**src/rtl/hpte_pkg.sv**
```systemverilog
// Package: fixed field positions of the hashed page table entry words.
// Assumes 64-bit entry words; these positions are format constants.
package hpte_pkg;
    localparam int WORD_W      = 64;
    localparam int HASH_W      = 39;
    localparam int AVPN_LSB    = 7;
    localparam int VA_AVPN_LSB = 23;
    localparam int VA_SEG_LSB  = 28;
    localparam int LARGE_BIT   = 2;
    localparam int CODE_LSB    = 12;
    localparam int GROUP_LOG2  = 3;
    localparam logic [WORD_W-1:0] RPN_MASK  = 64'h3FFF_FFFF_FFFF_F000;
    localparam logic [WORD_W-1:0] AVPN_MASK = 64'hFFFF_FFFF_FFFF_FF80;
endpackage

```
**src/rtl/hpte_cfg_table.sv**
```systemverilog
// Per-page-size configuration table: shift, size code and AVPN mask.
// Line 0 resets to shift 12, all other lines to zero. Writes to lines
// at or above NUM_SIZES are dropped. The read port is combinational, so
// a write becomes visible on the following cycle.
module hpte_cfg_table #(
    parameter int NUM_SIZES = 6,
    parameter int IDX_W     = 3,
    parameter int SHIFT_W   = 6,
    parameter int CODE_W    = 8,
    parameter int MASK_W    = 41,
    parameter int RST_SHIFT0 = 12
) (
    input  logic               clk,
    input  logic               rst_n,
    input  logic               wr_en,
    input  logic [IDX_W-1:0]   wr_idx,
    input  logic [SHIFT_W-1:0] wr_shift,
    input  logic [CODE_W-1:0]  wr_code,
    input  logic [MASK_W-1:0]  wr_mask,
    input  logic [IDX_W-1:0]   rd_idx,
    output logic [SHIFT_W-1:0] rd_shift,
    output logic [CODE_W-1:0]  rd_code,
    output logic [MASK_W-1:0]  rd_mask,
    output logic               rd_ok
);
    logic [SHIFT_W-1:0] shift_q [NUM_SIZES];
    logic [CODE_W-1:0]  code_q  [NUM_SIZES];
    logic [MASK_W-1:0]  mask_q  [NUM_SIZES];

    for (genvar i = 0; i < NUM_SIZES; i++) begin : g_line
        // Hold one table line; load it when addressed by a write.
        always_ff @(posedge clk) begin
            if (!rst_n) begin
                shift_q[i] <= (i == 0) ? SHIFT_W'(RST_SHIFT0) : '0;
                code_q[i]  <= '0;
                mask_q[i]  <= '0;
            end else if (wr_en && wr_idx == IDX_W'(i)) begin
                shift_q[i] <= wr_shift;
                code_q[i]  <= wr_code;
                mask_q[i]  <= wr_mask;
            end
        end

        // a write lands in the addressed line on the next cycle
        p_line_load_r11: assert property (@(posedge clk) disable iff (!rst_n)
            (wr_en && wr_idx == IDX_W'(i)) |=>
                (shift_q[i] == $past(wr_shift) && code_q[i] == $past(wr_code)
                 && mask_q[i] == $past(wr_mask)));
    end

    // Select the addressed line; out-of-range or zero-shift lines are not ok.
    always_comb begin
        rd_shift = '0;
        rd_code  = '0;
        rd_mask  = '0;
        rd_ok    = 1'b0;
        for (int i = 0; i < NUM_SIZES; i++) begin
            if (rd_idx == IDX_W'(i)) begin
                rd_shift = shift_q[i];
                rd_code  = code_q[i];
                rd_mask  = mask_q[i];
                rd_ok    = (shift_q[i] != '0);
            end
        end
    end
endmodule

```
**src/rtl/hpte_word_build.sv**
```systemverilog
// Builds the two entry words from the addresses and one table line.
// Assumes the physical address is already aligned to the page size.
// Pure combinational logic.
module hpte_word_build
    import hpte_pkg::*;
#(
    parameter int PA_W    = 64,
    parameter int SHIFT_W = 6,
    parameter int CODE_W  = 8,
    parameter int MASK_W  = 41
) (
    input  logic [MASK_W-1:0]  va_hi,
    input  logic [PA_W-1:0]    pa,
    input  logic               small_page,
    input  logic [SHIFT_W-1:0] shift,
    input  logic [CODE_W-1:0]  code,
    input  logic [MASK_W-1:0]  avpn_mask,
    output logic [WORD_W-1:0]  vword,
    output logic [WORD_W-1:0]  rword
);
    logic [MASK_W-1:0] avpn;
    logic [WORD_W-1:0] pa_w;
    logic [WORD_W-1:0] low_bits;

    // Form the first word: masked AVPN plus the large-page flag.
    always_comb begin
        avpn  = va_hi & ~avpn_mask;
        vword = WORD_W'({avpn, {AVPN_LSB{1'b0}}});
        vword[LARGE_BIT] = ~small_page;
    end

    // Form the second word: RPN mask for small pages, else clear and insert code.
    always_comb begin
        pa_w     = WORD_W'(pa);
        low_bits = (WORD_W'(1) << shift) - WORD_W'(1);
        if (small_page)
            rword = pa_w & RPN_MASK;
        else
            rword = (pa_w & ~low_bits) | (WORD_W'(code) << CODE_LSB);
    end
endmodule

```
**src/rtl/hpte_hash.sv**
```systemverilog
// Primary hash for 256MB segments and the group base index it selects.
// Pure combinational logic.
module hpte_hash
    import hpte_pkg::*;
#(
    parameter int VA_W    = 64,
    parameter int SHIFT_W = 6,
    localparam int GRP_W  = HASH_W + GROUP_LOG2
) (
    input  logic [VA_W-1:0]    va,
    input  logic [SHIFT_W-1:0] shift,
    input  logic [HASH_W-1:0]  hmask,
    output logic [HASH_W-1:0]  hash,
    output logic [GRP_W-1:0]   group
);
    logic [VA_SEG_LSB-1:0] offs;

    // Fold segment bits against the shifted in-segment offset.
    always_comb begin
        offs  = va[VA_SEG_LSB-1:0] >> shift;
        hash  = HASH_W'(va[VA_W-1:VA_SEG_LSB]) ^ HASH_W'(offs);
        group = {hash & hmask, {GROUP_LOG2{1'b0}}};
    end
endmodule

```
**src/rtl/hpte_formatter.sv**
```systemverilog
// Top: accepts one request per cycle and registers the entry words,
// hash, group base and error flag. The comparator works on the
// registered first word. Results are not held back: the consumer must
// take each one in the cycle out_valid is high.
module hpte_formatter
    import hpte_pkg::*;
#(
    parameter int VA_W      = 64,
    parameter int PA_W      = 64,
    parameter int NUM_SIZES = 6,
    parameter int SHIFT_W   = 6,
    parameter int CODE_W    = 8,
    localparam int IDX_W    = 3,
    localparam int MASK_W   = VA_W - VA_AVPN_LSB,
    localparam int GRP_W    = HASH_W + GROUP_LOG2
) (
    input  logic               clk,
    input  logic               rst_n,
    input  logic               cfg_we,
    input  logic [IDX_W-1:0]   cfg_idx,
    input  logic [SHIFT_W-1:0] cfg_shift,
    input  logic [CODE_W-1:0]  cfg_code,
    input  logic [MASK_W-1:0]  cfg_avpn_mask,
    input  logic [HASH_W-1:0]  hash_mask,
    input  logic               in_valid,
    output logic               in_ready,
    input  logic [VA_W-1:0]    in_va,
    input  logic [PA_W-1:0]    in_pa,
    input  logic [IDX_W-1:0]   in_psize,
    input  logic [WORD_W-1:0]  probe_v,
    output logic               out_valid,
    output logic               out_err,
    output logic [WORD_W-1:0]  out_vword,
    output logic [WORD_W-1:0]  out_rword,
    output logic [HASH_W-1:0]  out_hash,
    output logic [GRP_W-1:0]   out_group,
    output logic               out_match
);
    logic [SHIFT_W-1:0] line_shift;
    logic [CODE_W-1:0]  line_code;
    logic [MASK_W-1:0]  line_mask;
    logic               line_ok;
    logic [WORD_W-1:0]  vword_d, rword_d;
    logic [HASH_W-1:0]  hash_d;
    logic [GRP_W-1:0]   group_d;

    assign in_ready = 1'b1;

    hpte_cfg_table #(
        .NUM_SIZES(NUM_SIZES), .IDX_W(IDX_W), .SHIFT_W(SHIFT_W),
        .CODE_W(CODE_W), .MASK_W(MASK_W), .RST_SHIFT0(12)
    ) i_table (
        .clk(clk), .rst_n(rst_n),
        .wr_en(cfg_we), .wr_idx(cfg_idx), .wr_shift(cfg_shift),
        .wr_code(cfg_code), .wr_mask(cfg_avpn_mask),
        .rd_idx(in_psize), .rd_shift(line_shift), .rd_code(line_code),
        .rd_mask(line_mask), .rd_ok(line_ok)
    );

    hpte_word_build #(
        .PA_W(PA_W), .SHIFT_W(SHIFT_W), .CODE_W(CODE_W), .MASK_W(MASK_W)
    ) i_words (
        .va_hi(in_va[VA_W-1:VA_AVPN_LSB]), .pa(in_pa),
        .small_page(in_psize == '0), .shift(line_shift), .code(line_code),
        .avpn_mask(line_mask), .vword(vword_d), .rword(rword_d)
    );

    hpte_hash #(.VA_W(VA_W), .SHIFT_W(SHIFT_W)) i_hash (
        .va(in_va), .shift(line_shift), .hmask(hash_mask),
        .hash(hash_d), .group(group_d)
    );

    // Register the result of each accepted request; unsupported sizes give zeros.
    always_ff @(posedge clk) begin
        if (!rst_n) begin
            out_valid <= 1'b0;
            out_err   <= 1'b0;
            out_vword <= '0;
            out_rword <= '0;
            out_hash  <= '0;
            out_group <= '0;
        end else begin
            out_valid <= in_valid;
            if (in_valid) begin
                out_err   <= ~line_ok;
                out_vword <= line_ok ? vword_d : '0;
                out_rword <= line_ok ? rword_d : '0;
                out_hash  <= line_ok ? hash_d  : '0;
                out_group <= line_ok ? group_d : '0;
            end
        end
    end

    // Compare AVPN fields of the registered first word and the probe.
    assign out_match = ((out_vword ^ probe_v) & AVPN_MASK) == '0;

    // one result per accepted request, one cycle later
    p_latency_r1: assert property (@(posedge clk) disable iff (!rst_n)
        in_valid |=> out_valid);
    p_idle_r1: assert property (@(posedge clk) disable iff (!rst_n)
        !in_valid |=> !out_valid);
    // error results carry no entry data
    p_err_zero_r9: assert property (@(posedge clk) disable iff (!rst_n)
        (out_valid && out_err) |-> (out_vword == '0 && out_rword == '0
                                    && out_hash == '0 && out_group == '0));
    // indices beyond the table always fail
    p_oob_err_r9: assert property (@(posedge clk) disable iff (!rst_n)
        (in_valid && in_psize >= IDX_W'(NUM_SIZES)) |=> out_err);
    // large flag follows the requested index
    p_large_flag_r3: assert property (@(posedge clk) disable iff (!rst_n)
        (in_valid && line_ok) |=> (out_vword[LARGE_BIT] == ($past(in_psize) != '0)));
    // small pages keep only the real page number field
    p_small_rpn_r4: assert property (@(posedge clk) disable iff (!rst_n)
        (in_valid && line_ok && in_psize == '0) |=>
            (out_rword == (WORD_W'($past(in_pa)) & RPN_MASK)));
    // group index is always aligned to a group of 8
    p_group_align_r7: assert property (@(posedge clk) disable iff (!rst_n)
        out_valid |-> (out_group[GROUP_LOG2-1:0] == '0));
endmodule

```
**config.mk**
```make
export PLATFORM = sky130hd
export DESIGN_NAME = hpte_formatter
export DESIGN_NICKNAME = d
export VERILOG_FILES = /design/src/rtl/hpte_pkg.sv /design/src/rtl/hpte_cfg_table.sv /design/src/rtl/hpte_word_build.sv /design/src/rtl/hpte_hash.sv /design/src/rtl/hpte_formatter.sv
export SDC_FILE = /design/constraint.sdc
export NUM_CORES = 1
export LEC_CHECK = 0
export ABC_AREA = 1
export ABC_CLOCK_PERIOD_IN_PS = 3800
export CAP_MARGIN = 40
export CELL_PAD_IN_SITES_DETAIL_PLACEMENT = 1
export CELL_PAD_IN_SITES_GLOBAL_PLACEMENT = 1
export CORE_MARGIN = 2
export CORE_UTILIZATION = 38
export DETAILED_ROUTE_END_ITERATION = 12
export GPL_TIMING_DRIVEN = 0
export PLACE_DENSITY = 0.79
export SLEW_MARGIN = 40
export SYNTH_ARGS = -nofsm -noshare
export SYNTH_HDL_FRONTEND = slang
export SYNTH_SLANG_ARGS = --single-unit
```
**constraint.sdc**
```tcl
create_clock -name clk -period 3.8 [get_ports clk]
set_input_delay 0.57 -clock clk [delete_from_list [all_inputs] [get_ports clk]]
set_output_delay 0.57 -clock clk [all_outputs]
set_load 0.005 [all_outputs]
```
==> results.json, run 1 <==
{
  "status": "completed",
  "core_region_area_um2": 65500,
  "grt_pass1_wl_um": 166000,
  "grt_max_degree": 33,
  "drive_gt1_share_pct": 8.29,
  "avgRoutedWirePerCell_um": 25.6,
  "synthCells": 3046,
  "critPathRequiredTime_ns": 4.29,
  "tns_ns": 0,
  "combPwrFrac_pct": 22.2,
  "final_common_cell": "nand2_1",
  "synthArstFlopShare_pct": 0,
  "nNetsFinal": 3908,
  "cap_violations": 0,
  "p_seq_share_pct": 40.2,
  "route.antenna.remaining_nets": 0,
  "hold_class": "reg -> reg",
  "min_period_ns": 3.71,
  "syn_area_um2": 25000,
  "wl_um": 116000,
  "rsz0062_at_grt": "yes",
  "ios": 509,
  "ir_drop_mv": 0.313,
  "setup_viol": 0,
  "grt_pass1_vias": 25500,
  "die_w_um": 261,
  "cts_tree": "done",
  "fillerInstances": 7841,
  "internal_power_w": 0.0110,
  "powerDensity_nw_per_um2": 477,
  "row_count": 94,
  "swShare_pct": 30.6,
  "grt.overflow.total": 0,
  "p_leak_nw": 13.4,
  "tightest_slew_ns": 0.875,
  "clkPwrFrac_pct": 37.7,
  "insertion_delay_ns": 0.64,
  "timing.rr.start": "i_table.shift_q[0][3]$_SDFFCE_PN1P_",
  "clock_sinks": 502,
  "relSlewSlack_pct": 41.7,
  "gp_congestion": 1.02,
  "clock_path_buffers": 3,
  "port_buffers": 461,
  "period_share_pct": 97.7,
  "yosysSeqAreaShare_pct": 53.0,
  "cts.clk_slew.worst_paths_ns": 0.06,
  "power_w": 0.0159,
  "vias_per_cell": 5.56,
  "startpoint_type": "input pin",
  "yosys.cell_types.count": 48,
  "multi_input_area_um2": 10400,
  "finalHoldViolations": 0,
  "synth_flop_cell": "edfxtp_1",
  "worstRegToRegCells": 17,
  "final_max_slew_viol_count": 0,
  "synth_area_per_cell_um2": 8.22,
  "synth_edf_count": 322,
  "yosys_warnings": 0,
  "first_pass_iters": 5,
  "start_util_pct": 38.2,
  "area_growth_pct": 32.8,
  "vias": 25100,
  "htreeDepth": 2,
  "whs_path_depth": 2,
  "seq_area_um2": 13300,
  "path_class": "in -> reg",
  "dpl.hpwl_um": 88000,
  "track_usage_pct": 33.1,
  "drt-initial-drc-count": 2355,
  "worstPathArrival_ns": 4.20,
  "dieHeight_um": 261,
  "net-switching-power_w": 0.00486,
  "cp-end-kind": "register",
  "antenna_found_initial": 7,
  "die-area_um2": 68000,
  "fmax_mhz": 269,
  "clockRootBuffer": "clkbuf_16",
  "hold_path.startpoint": "out_rword[0]$_SDFFE_PN0P_",
  "final_cell_mix": "nand2_1, nor2_1, clkdlybuf4s50_1",
  "worstPathMaxFanout": 10,
  "drcViolationCount": 0,
  "cts_made_buffers": 55,
  "clock_skew_ns": 0.0266,
  "setup.worst_path.start": "in_psize[0]",
  "postSynthRegisterBits": 502
}
-- sequential cells by signal, indices dropped and copies added, names as in the netlist --
| signal | flops |
|---|---|
| out_rword | 64 |
| i_table.mask_q | 246 |
| out_hash | 36 |
| out_vword | 42 |
| i_table.shift_q | 36 |
| i_table.code_q | 40 |
| out_valid | 1 |
| out_err | 1 |
| out_group | 36 |
-- power by group through the flow --
stage	registers [W]	logic (W)	clock network (W)
final	0.00637	0.00352	0.00598
after global routing	0.00640	0.00375	0.00620
after CTS	0.00637	0.00343	0.00600
after detailed placement	0.00648	0.00336	0
after global placement	0.00647	0.00329	0
after floorplan	0.00645	0.00169	0
-- stage by stage --
stage          setup slack, ns  cells  cell area, µm²  util, %  hold slack [ns]
4_1_cts                0.00250   4516           33200     50.6            0.457
3_3_place_gp             -1.93   4401           30900     47.1            0.427
2_1_floorplan            0.398   3076           25200        -            0.435
6_report                0.0876   4523           33300     50.8            0.449
5_1_grt               -0.00806   4523           33300     50.8            0.482
3_5_place_dp             -1.95   4409           31100     47.4            0.446
-- routing by layer --
layer  GRT usage [%]  wire length [µm]  up-vias
met2            56.1             55400     1195
met4            12.4              4620        6
li1                -                 -    11300
met5               0                36        -
met3            5.35              9280      227
met1            42.4             46200    12400
-- worst max-delay path, cell delays in order --
cell,delay (ns)
buf_2,0.21
nor2_2,0.12
nand2_2,0.23
inv_4,0.15
nand2_1,0.10
nand4_2,0.30
inv_2,0.14
buf_2,0.26
nand4_1,0.17
nor2_1,0.62
o21ai_1,0.20
nand2_1,0.20
nor2_4,0.07
nand2_2,0.21
inv_2,0.12
nand3b_1,0.11
nand3_2,0.17
nand3_1,0.15
a21oi_1,0.07
-- synth_stat cells (all sizes together) (2+ instances only) --
library cell / instances / share of area [%]
a211oi: 7 / 0.21
a21o: 5 / 0.15
a21oi: 231 / 4.6
a221o: 2 / 0.080
a221oi: 11 / 0.38
a22o: 3 / 0.10
buf: 91 / 2.4
clkbuf: 112 / 1.7
conb: 2 / 0.030
dfxtp: 180 / 14
edfxtp: 322 / 39
inv: 174 / 2.6
mux2i: 4 / 0.16
nand2: 787 / 12
nand3: 194 / 4.0
nand3b: 10 / 0.30
nand4: 133 / 3.5
nor2: 509 / 8.0
nor3: 14 / 0.40
nor4: 11 / 0.27
o2111ai: 2 / 0.095
o211ai: 17 / 0.51
o21ai: 152 / 3.1
o21bai: 11 / 0.33
o2bb2ai: 4 / 0.14
or2: 10 / 0.25
xnor2: 22 / 0.77
xor2: 24 / 0.84
-- worst paths after layout --
path                                endpoint  slack [ns]
setup / recovery  out_rword[32]$_SDFFE_PN0P_        0.09
setup reg to reg  out_rword[32]$_SDFFE_PN0P_        0.15
hold / removal     out_rword[0]$_SDFFE_PN0P_        0.45
hold reg to reg    out_rword[0]$_SDFFE_PN0P_        0.45
-- cell type report --
type	count	share of cell area, %
antenna	3	0.0226
sequential	502	39.9
clock inverter	29	1.37
tap	864	3.25
timing repair buffer	479	14.5
clock buffer	73	4.65
multi-input combinational	2197	31.2
inverter	174	1.97
buffer	202	3.17
-- kinds of logic after synthesis --
family                   after synthesis  synth area share, %
AND/OR/NAND/NOR                     1669                 28.7
flip-flops                           502                 53.0
AO/OA/AOI/OAI                        445                 9.70
buffers and inverters                377                 6.71
XOR/XNOR                              46                 1.61
multiplexers                           4                0.160
other                                  2               0.0300
adder cells (fa/ha/maj)                1               0.0500
-- what timing repair did --
action | 4_1_cts | 5_1_grt
gates resized for setup | 24 | 24
pin swaps | 4 | 6
setup buffers | 6 | 4
hold buffers | 0 | 0
setup endpoints to repair | 147 | 91
Power figures use the tool's default switching activity.
==> run 2: changes to the inputs <==
--- a/config.mk
+++ b/config.mk
@@ -10,12 +10,12 @@
 export CAP_MARGIN = 40
 export CELL_PAD_IN_SITES_DETAIL_PLACEMENT = 1
 export CELL_PAD_IN_SITES_GLOBAL_PLACEMENT = 1
-export CORE_MARGIN = 2
-export CORE_UTILIZATION = 38
+export CORE_UTILIZATION = 39
 export DETAILED_ROUTE_END_ITERATION = 12
 export GPL_TIMING_DRIVEN = 0
-export PLACE_DENSITY = 0.79
+export PLACE_DENSITY = 0.8
 export SLEW_MARGIN = 40
 export SYNTH_ARGS = -nofsm -noshare
 export SYNTH_HDL_FRONTEND = slang
+export SYNTH_HIERARCHICAL = 1
 export SYNTH_SLANG_ARGS = --single-unit
==> constraint.sdc (replaced) <==
create_clock -name clk -period 3.8 [get_ports clk]
set_input_delay 0.38 -clock clk [delete_from_list [all_inputs] [get_ports clk]]
set_output_delay 0.38 -clock clk [all_outputs]
set_load 0.005 [all_outputs]
==> run 2 against run 1 <==
  * Area after synthesis grew 13%
  * Clock power is 4.0% lower
  * Clock skew grew 0.041 ns
  * Synthesized cell count increased by 23%
  * First-iteration DRC count decreased by 5.1%
  * Sequential power grew 6.3%
  * Non-clock buffer count rose by 72
  * Global-route usage is 0.59 points lower
  * Highest routed layer unchanged
==> results.json, run 2 <==
{
  "critPathSlowestCell": "bufinv_8",
  "final_max_slew_viol_count": 0,
  "core_region_area_um2": 71700,
  "path_class": "in -> reg",
  "clock_skew_ns": 0.0672,
  "grt_pass1_wl_um": 179000,
  "cp-end-kind": "register",
  "gp_congestion": 0.976,
  "drcViolationCount": 0,
  "yosys_warnings": 6,
  "first_pass_iters": 8,
  "worstPathArrival_ns": 4.19,
  "row_count": 98,
  "grt_pass1_vias": 28200,
  "ir_drop_mv": 0.375,
  "die-area_um2": 73700,
  "cts_tree": "done",
  "dpl.hpwl_um": 94900,
  "track_usage_pct": 32.5,
  "setup_viol": 0,
  "tightest_slew_ns": 0.890,
  "crit_family": "simple AND/OR/NAND/NOR gates",
  "area_growth_pct": 30.9,
  "die_w_um": 271,
  "grt.overflow.total": 0,
  "port_buffers": 495,
  "nNetsFinal": 4667,
  "syn_area_um2": 28300,
  "status": "completed",
  "synth_edf_count": 330,
  "cap_violations": 0,
  "antenna_found_initial": 16,
  "grt_max_degree": 36,
  "postSynthRegisterBits": 541,
  "vias_per_cell": 5.23,
  "clock_sinks": 541,
  "yosysSeqAreaShare_pct": 49.9,
  "wl_um": 123000,
  "period_share_pct": 96.7,
  "synth_area_per_cell_um2": 7.54,
  "cts_made_buffers": 60,
  "synthArstFlopShare_pct": 0,
  "slowest_delay_ns": 0.26,
  "tns_ns": 0,
  "avgRoutedWirePerCell_um": 22.8,
  "cp_common_cell": "nand2_1",
  "hold_class": "in -> reg",
  "synthCells": 3759,
  "dieHeight_um": 271,
  "final_area_um2": 37100,
  "synth.most_common_cell": "nand2_1",
  "placed_cell_area_um2": 34700,
  "regMostFlops": "i_table/mask_q",
  "synth_flop_cell": "edfxtp_1",
  "ios": 509,
  "drive_gt1_share_pct": 8.95,
  "min_period_ns": 3.67,
  "drt-initial-drc-count": 2235,
  "final_cell_mix": "nand2_1, nor2_1, clkdlybuf4s50_1",
  "netlist_top_cells_count": "nand2_1, nor2_1, edfxtp_1",
  "yosys.cell_types.count": 49,
  "fmax_mhz": 272,
  "worstPathMaxFanout": 10,
  "htreeDepth": 2,
  "finalHoldViolations": 0,
  "start_util_pct": 39.5,
  "largest_reg_flops": 246,
  "critPathRequiredTime_ns": 4.32,
  "seq_area_um2": 14100,
  "startpoint_type": "input pin",
  "yosysTopAreaCell": "edfxtp_1",
  "clock_path_buffers": 3,
  "relSlewSlack_pct": 40.7,
  "route.antenna.remaining_nets": 0,
  "powerDensity_nw_per_um2": 441,
  "vias": 28100,
  "fillerInstances": 8931,
  "final_common_cell": "nand2_1",
  "cp.buffers_inverters": 9,
  "yosysTopAreaCellShare_pct": 35.0,
  "crit_chain": "clkbuf_2 > inv_1 > nand2_1 > nor2_2 > bufinv_8 > buf_4 > nor2_1 > nor2_1 > nand4_1 > buf_4 > buf_2 > clkbuf_4 > nand4_1 > nand2_1 > nor2_1 > nand2_1 > inv_1 > nand2_1 > o21ai_1 > nand3_1 > nand2_2 > inv_1 > nand2_1 > a21oi_1",
  "synthTopCellsByArea": "edfxtp_1, nand2_1, dfxtp_1",
  "top_regs": "i_table/mask_q x246, out_rword x64, out_vword x64",
  "p_leak_nw": 15.9,
  "cts.clk_slew.worst_paths_ns": 0.06,
  "clockRootBuffer": "clkbuf_16",
  "insertion_delay_ns": 0.70,
  "multi_input_area_um2": 12000
}
## run 2: cell type report
type | instances | area share, %
clock buffer | 78 | 4.42
antenna | 13 | 0.0878
buffer | 231 | 3.55
inverter | 321 | 3.30
tap | 950 | 3.21
multi-input combinational | 2693 | 32.4
sequential | 541 | 38.1
timing repair buffer | 522 | 14.1
clock inverter | 28 | 0.763
## run 2: report_power, final
group          leakage [nW]  total [W]  switching (W)  internal, W
clock                 0.945    0.00574        0.00251      0.00324
sequential             4.91    0.00677       0.000178      0.00659
combinational          10.1    0.00382        0.00247      0.00135
total                  15.9     0.0163        0.00516       0.0112
## run 2: kinds of logic (layout without fill, tap and decap cells)
kind of cell	Yosys count	in the layout	synth area share, %
other	3	45	0.0398
flip-flops	541	541	49.9
buffers and inverters	554	1180	8.77
AND/OR/NAND/NOR	2327	2327	34.3
AO/OA/AOI/OAI	279	279	5.19
adder cells (fa/ha/maj)	1	1	0.0442
XOR/XNOR	54	54	1.72
## run 2: worst register-to-register path, delay by kind of cell, from the launching register on
| family | cells | cell delay (ns) |
|---|---|---|
| AO/OA/AOI/OAI | 1 | 0.05 |
| buffers and inverters | 5 | 0.82 |
| flip-flops | 1 | 0.42 |
| AND/OR/NAND/NOR | 14 | 2.06 |
## run 2: final timing paths
path / from / endpoint / slack (ns) / cells past startpoint
worst min-delay path: hash_mask[9] / out_group[12]$_SDFFE_PN0P_ / 0.37 / 5
worst max register to register: i_table/shift_q[0][5]$_SDFFCE_PN0P_ / out_rword[28]$_SDFFE_PN0P_ / 0.32 / 20
worst min register to register: out_group[23]$_SDFFE_PN0P_ / out_group[23]$_SDFFE_PN0P_ / 0.46 / 2
worst max-delay path: in_psize[2] / out_rword[28]$_SDFFE_PN0P_ / 0.13 / 24
## run 2: metrics by stage
| step | setup slack (ns) | total power [W] | instances | util (%) | hold WS (ns) |
|---|---|---|---|---|---|
| global route | -0.0126 | 0.0169 | 5370 | 51.7 | 0.377 |
| global placement | -1.62 | 0.0104 | 5233 | 48.2 | 0.452 |
| floorplan | 0.611 | 0.00878 | 3788 | - | 0.460 |
| finish | 0.127 | 0.0163 | 5377 | 51.7 | 0.367 |
| CTS | 0.0240 | 0.0163 | 5357 | 51.4 | 0.338 |
| detailed placement | -1.74 | 0.0105 | 5239 | 48.4 | 0.455 |
## run 2: metal layers
metal | part of all wire [%] | wire length [µm] | GRT usage, %
met4 | 3.3 | 4030 | 10.6
met3 | 7.3 | 8910 | 6.05
met2 | 48 | 58400 | 54.8
met5 | 0.057 | 70 | 0
met1 | 42 | 51200 | 41.9
## run 2: what timing repair did
item,CTS,global route
buffers inserted,14,7
pin swaps,7,10
resized for setup,41,37
hold buffers,0,0
setup endpoints to repair,75,52
